--- src/rtl/seg_ram_pkg.sv ---
package seg_ram_pkg;
  localparam int unsigned ADDR_W   = 16;
  localparam int unsigned SEG_BITS = 3;
  localparam int unsigned NUM_SEG  = 1 << SEG_BITS;

  typedef enum logic {HALF_LO = 1'b0, HALF_HI = 1'b1} half_e;
endpackage

--- src/rtl/seg_ram_half_sel.sv ---
module seg_ram_half_sel
  import seg_ram_pkg::*;
#(
  parameter int unsigned AW      = ADDR_W,
  parameter int unsigned SB      = SEG_BITS,
  parameter half_e       HALF    = HALF_LO,
  localparam int unsigned NS     = 1 << SB
) (
  input  logic [AW-1:0] addr_i,
  input  logic          gate_i,
  input  logic [NS-1:0] seg_en_i,
  output logic          sel_n_o
);
  logic          region_low_n;
  logic [SB-1:0] seg_idx;
  logic [NS-1:0] seg_hot;
  logic          seg_hit;

  // The upper half sees the top bit inverted so it claims 0x8000 upward.
  generate
    if (HALF == HALF_HI) begin : g_hi
      assign region_low_n = ~addr_i[AW-1];
    end else begin : g_lo
      assign region_low_n = addr_i[AW-1];
    end
  endgenerate

  assign seg_idx = addr_i[AW-2 -: SB];

  generate
    for (genvar s = 0; s < NS; s++) begin : g_seg
      assign seg_hot[s] = (seg_idx == SB'(s)) & seg_en_i[s];
    end
  endgenerate

  assign seg_hit = |seg_hot;

  always_comb begin
    sel_n_o = ~(gate_i & ~region_low_n & seg_hit);
  end
endmodule

--- src/rtl/seg_ram_dir.sv ---
module seg_ram_dir (
  input  logic rd_i,
  input  logic lo_sel_n_i,
  input  logic hi_sel_n_i,
  output logic dir_n_o
);
  logic any_sel;

  always_comb begin
    any_sel = ~(lo_sel_n_i & hi_sel_n_i);
    dir_n_o = ~(rd_i & any_sel);
  end
endmodule

--- src/rtl/seg_ram_decode.sv ---
module seg_ram_decode
  import seg_ram_pkg::*;
#(
  parameter int unsigned AW = ADDR_W,
  parameter int unsigned SB = SEG_BITS,
  localparam int unsigned NS = 1 << SB
) (
  input  logic [AW-1:0] bus_addr,
  input  logic          bus_rd,
  input  logic          bus_vld,
  input  logic          mmu_gate_n,
  input  logic [NS-1:0] lo_seg_en,
  input  logic [NS-1:0] hi_seg_en,
  output logic          ram_lo_sel_n,
  output logic          ram_hi_sel_n,
  output logic          xcvr_dir_n
);
  logic dec_gate;

  assign dec_gate = bus_vld & ~mmu_gate_n;

  seg_ram_half_sel #(.AW(AW), .SB(SB), .HALF(HALF_LO)) u_lo (
    .addr_i   (bus_addr),
    .gate_i   (dec_gate),
    .seg_en_i (lo_seg_en),
    .sel_n_o  (ram_lo_sel_n)
  );

  seg_ram_half_sel #(.AW(AW), .SB(SB), .HALF(HALF_HI)) u_hi (
    .addr_i   (bus_addr),
    .gate_i   (dec_gate),
    .seg_en_i (hi_seg_en),
    .sel_n_o  (ram_hi_sel_n)
  );

  seg_ram_dir u_dir (
    .rd_i       (bus_rd),
    .lo_sel_n_i (ram_lo_sel_n),
    .hi_sel_n_i (ram_hi_sel_n),
    .dir_n_o    (xcvr_dir_n)
  );
endmodule

--- config.mk ---
export PLATFORM = sky130hd
export DESIGN_NAME = seg_ram_decode
export DESIGN_NICKNAME = d
export VERILOG_FILES = /design/src/rtl/seg_ram_pkg.sv /design/src/rtl/seg_ram_half_sel.sv /design/src/rtl/seg_ram_dir.sv /design/src/rtl/seg_ram_decode.sv
export SDC_FILE = /design/constraint.sdc
export NUM_CORES = 1
export LEC_CHECK = 0
export CORE_AREA = 2 2 39 41
export DETAILED_ROUTE_END_ITERATION = 10
export DIE_AREA = 0 0 41 43
export GPL_ROUTABILITY_DRIVEN = 0
export GPL_TIMING_DRIVEN = 0
export PLACE_DENSITY = 0.64
export SYNTH_ARGS = -nofsm -noshare
export SYNTH_HDL_FRONTEND = slang
export SYNTH_SLANG_ARGS = --single-unit
--- constraint.sdc ---
create_clock -name vclk -period 4.5
set_clock_uncertainty 0.1 [all_clocks]
set_input_delay 0.9 -clock vclk [all_inputs]
set_output_delay 0.9 -clock vclk [all_outputs]
set_load 0.01 [all_outputs]
Yosys cells after proc, flatten, opt, wreduce, memory -nomap -nowiden
Cells that the tools add are included.
{"block": "word_totals", "elab_cells": 39, "reg_bits": 0, "output_inout_bits": 3}
{"block": "op_classes", "eq_ne": 7, "n_reduce_logical": 3, "bitwise": 29}
{"cell": "$and 1x1->1", "n": 23}
{"cell": "$reduce_or 8->1", "n": 2}
{"cell": "$eq 3x3->1 const B", "n": 4}
{"cell": "$eq 3x2->1 const B", "n": 2}
{"cell": "$not 1->1", "n": 6}
{"cell": "$eq 3x1->1 const B", "n": 1}
{"cell": "$logic_not 3->1", "n": 1}

Logic depth before layout (Yosys ltp)
{"block": "logic_depth", "depth_word": 9, "ltp_mapped": 5, "mapped_depth_nobuf": 4}

Cells and area by module
Synthesis repeated with hierarchy kept, for this count alone.
{"block": "hier_totals", "hier_cells": 17, "area_unflattened_um2": 173.9}
{"mod": "seg_ram_half_sel (u_lo)", "area_per_inst_um2": 76.3, "cells_each": 7, "instances": 1}
{"mod": "seg_ram_half_sel (u_hi)", "area_per_inst_um2": 73.8, "cells_each": 8, "instances": 1}
{"mod": "seg_ram_decode", "area_per_inst_um2": 13.8, "cells_each": 1, "instances": 1}
{"mod": "seg_ram_dir", "area_per_inst_um2": 10.0, "cells_each": 1, "instances": 1}

Worst setup path before layout
OpenSTA, ideal clock, no wires.
{"block": "synth_timing", "path_type": "in2out", "start": "in bus_addr[12]", "end": "out xcvr_dir_n", "cell_stages": 5, "setup_slack_ns": 1.445, "arrival_time_ns": 2.055, "path_cell_list": "buf_6 mux2_4 a221oi_1 a2bb2oi_1 a21bo_1"}
{"block": "synth_via", "elab_chain_cells": 9, "elab_cells_between_ends": 34}
{"element": "start, declared", "line_no": "seg_ram_decode.sv:8", "rtl": "input logic [AW-1:0] bus_addr,"}
{"element": "$eq 3x1->1 (tied with other cells)", "line_no": "seg_ram_half_sel.sv:32", "rtl": "assign seg_hot[s] = (seg_idx == SB'(s)) & seg_en_i[s];"}
{"element": "$and 1x1->1", "line_no": "seg_ram_half_sel.sv:32"}
{"element": "$reduce_or 8->1 *", "line_no": "seg_ram_half_sel.sv:36", "rtl": "assign seg_hit = |seg_hot;"}
{"element": "$and 1x1->1 *", "line_no": "seg_ram_half_sel.sv:39", "rtl": "sel_n_o = ~(gate_i & ~region_low_n & seg_hit);"}
{"element": "$not 1->1 *", "line_no": "seg_ram_half_sel.sv:39"}
{"element": "net ram_hi_sel_n", "line_no": "seg_ram_decode.sv:15", "rtl": "output logic ram_hi_sel_n,"}
{"element": "$and 1x1->1 *", "line_no": "seg_ram_dir.sv:10", "rtl": "any_sel = ~(lo_sel_n_i & hi_sel_n_i);"}
{"element": "$not 1->1 *", "line_no": "seg_ram_dir.sv:10"}
{"element": "$and 1x1->1 *", "line_no": "seg_ram_dir.sv:11", "rtl": "dir_n_o = ~(rd_i & any_sel);"}
{"element": "$not 1->1 *", "line_no": "seg_ram_dir.sv:11"}
{"element": "end, declared", "line_no": "seg_ram_decode.sv:16", "rtl": "output logic xcvr_dir_n"}
The timed path passes the listed nets; every way through them passes the cells marked *.

Final worst setup path
{"block": "layout_timing", "start": "in bus_addr[14]", "end": "out xcvr_dir_n"}
{"block": "layout_via", "elab_chain_cells": 9, "elab_cells_between_ends": 34}
{"element": "$eq 3x1->1 (tied with other cells)", "line_no": "seg_ram_half_sel.sv:32"}
{"element": "$and 1x1->1", "line_no": "seg_ram_half_sel.sv:32"}
{"element": "$reduce_or 8->1", "line_no": "seg_ram_half_sel.sv:36"}
{"element": "$and 1x1->1", "line_no": "seg_ram_half_sel.sv:39"}
{"element": "$not 1->1", "line_no": "seg_ram_half_sel.sv:39"}
{"element": "$and 1x1->1 *", "line_no": "seg_ram_dir.sv:10"}
{"element": "$not 1->1 *", "line_no": "seg_ram_dir.sv:10"}
{"element": "$and 1x1->1 *", "line_no": "seg_ram_dir.sv:11"}
{"element": "$not 1->1 *", "line_no": "seg_ram_dir.sv:11"}
Mark *: on every way between the ends. The rest lies on a longest branch, timed or not.

==> results.md <==
* Outcome: complete, no violations
* Met1 wire length at 276 µm
* CP endpoint kind: output port
* Post-CTS setup buffers at 0
* # DRC at 0
* Remaining Overflow, GRT at 0
* Routed wl met2 at 299 µm
* PwrDens at around 78 nW/µm²
* Synthesis Warnings at 0
* Final Hold Viols at 0
* Synth Net Count at 61
* Period utilisation layout at 0.857
* Tot GR Track Use at 0.0789
* Largest net degree at the start of global routing at 11
* Most used cell, CP: clkdlybuf4s50_1
* Fillers at 143
* Hold-fix buffers, CTS at 0
* Post-cts resize count at 0
* Critical path's slowest cell: clkdlybuf4s50_1
* Ports at 38
* Worst-margin pin slew at between 0.2 and 0.25 ns
* Worst setup path class: in2out
* Crit path DAT at 2.85 ns
* Fin crit period at between 3 and 4 ns
* Initial antenna violation count at 0
* Vias per std cell at 4.58
* Die Y at 43 µm
* Initial DRC count at 2
* Routed Antenna Nets at 0
* Dpl ws at about 0.64 ns
* Share of the synthesized area in the top cell type at 0.136
* Post-Route WL at ~640 µm
* Clkbuf count at 0
* Count of final setup violators at 0
* Rel. slew slack at 0.834
* Maximum vdd ir drop at 0.0000244 V
* Share of layout cells above drive strength 1 at 0.0588
* Final Cell Area at 490 µm²
* Die area at 1760 µm²
* Synth area leader: mux2_4
* Leak at 0.000192 µW
* Input/output buffers at 25
* Max-cap violation count at 0
* Setup ws final at approximately 0.65 ns
* Core area at about 1400 µm²
* Initial Util at 0.159
* Hold Crit Class: in2out
* Num sequential at 0
* Area Overhead vs Synth at 123%
* First-pass GRT wire length at between 1000 and 1500 µm
* Max stage delay on crit path at 0.53 ns
* Synth area leaders: mux2_4 (14%), and2_1 (11%), a221o_1 (9.1%), nor4bb_1 (9.1%), a221oi_1 (8.0%)
* Num rows at 14
* TritonRoute pass-1 iters at 2
* Crit path max fanout at 9
* Uppermost layer routed: met3
* Avg Cell Area, Syn at 8.47 µm²
* DP HPWL at 597 µm
* TNS Setup at 0 ns
* Worst path required time at around 3.5 ns
* Via count at roughly 310
* RSZ-0062 raised after global routing: no
* Gate Count Post-Synth at 26
* Routed len/inst at between 9 and 10 µm
* Final Core Density at 0.354
* Worst hold slack at roughly 2.7 ns
* Placement Cell Area at 490 µm²
* Register area at 0 µm²
* CP Cell Sequence: clkdlybuf4s50_1, and3_1, a221o_1, a2bb2oi_1, a21bo_1, clkdlybuf4s50_1
* Post-synthesis cell type count at 16
* Netlist Area Pre-Place at approximately 220 µm²
* Layout net count at 88
* Vias in the first global route at 274
* Die W at 41 µm
* Metal3 WL at 65 µm
* ANT cells at 0
* Post-synthesis sequential area ratio at 0
* Fmax at 259 MHz
* Slew Limit Fails at 0
* Critical path launch point type: input pin
logic make-up after synthesis:
logic type	count (synthesis)	share of synthesized area
AO/OA/AOI/OAI	9	0.375
AND/OR/NAND/NOR	14	0.437
multiplexers	2	0.136
buffers and inverters	1	0.0511
synth_stat cells, types with 2 or more instances:
master	number
nor4bb_1	2
a2bb2oi_1	2
a221oi_1	2
and2_1	4
and2b_1	2
a221o_1	2
mux2_4	2
o221ai_1	2
worst max-delay path: cells and delay by family:
| kind | cells | cell delay (ns) |
|---|---|---|
| simple gates | 1 | 0.26 |
| compound gates | 3 | 0.65 |
| buf+inv | 2 | 1.05 |
report_power, final:
part,total [µW],internal [µW],leakage [µW],switching [µW]
clock,0,0,0,0
combinational,38.3,28.1,0.000192,10.2
sequential,0,0,0,0
worst paths after layout:
check	from	to	slack [ns]	depth (start not counted)
setup / recovery	bus_addr[14]	xcvr_dir_n	0.65	6
hold / removal	bus_addr[12]	ram_lo_sel_n	2.65	5
through the flow:
stage,instances,total power [µW]
after floorplan,26,14.4
after global placement,67,38.5
after detailed placement,67,38.8
after CTS,67,38.8
after global routing,67,41.8
final,67,38.3
area by class of cell:
class | instances | area (µm²) | share of cell area
buffer | 1 | 11.3 | 0.0230
multi-input combinational | 25 | 209 | 0.426
tap | 16 | 20.0 | 0.0408
timing repair buffer | 25 | 250 | 0.510
cells in the final DEF, fill, tap and decap left out, types with 2 or more instances in the layout:
master / Yosys / final
o221ai_1: 2 / 2
a2bb2oi_1: 2 / 2
a221oi_1: 2 / 2
a221o_1: 2 / 2
and2_1: 4 / 4
mux2_4: 2 / 2
nor4bb_1: 2 / 2
and2b_1: 2 / 2
clkdlybuf4s50_1: 0 / 25
metal layers:
layer,GRT usage,up-vias
met1,0.104,130
met4,0,0
met3,0,0
met5,0,-
li1,-,162
met2,0.144,15
(Power assumes the default switching activity.)
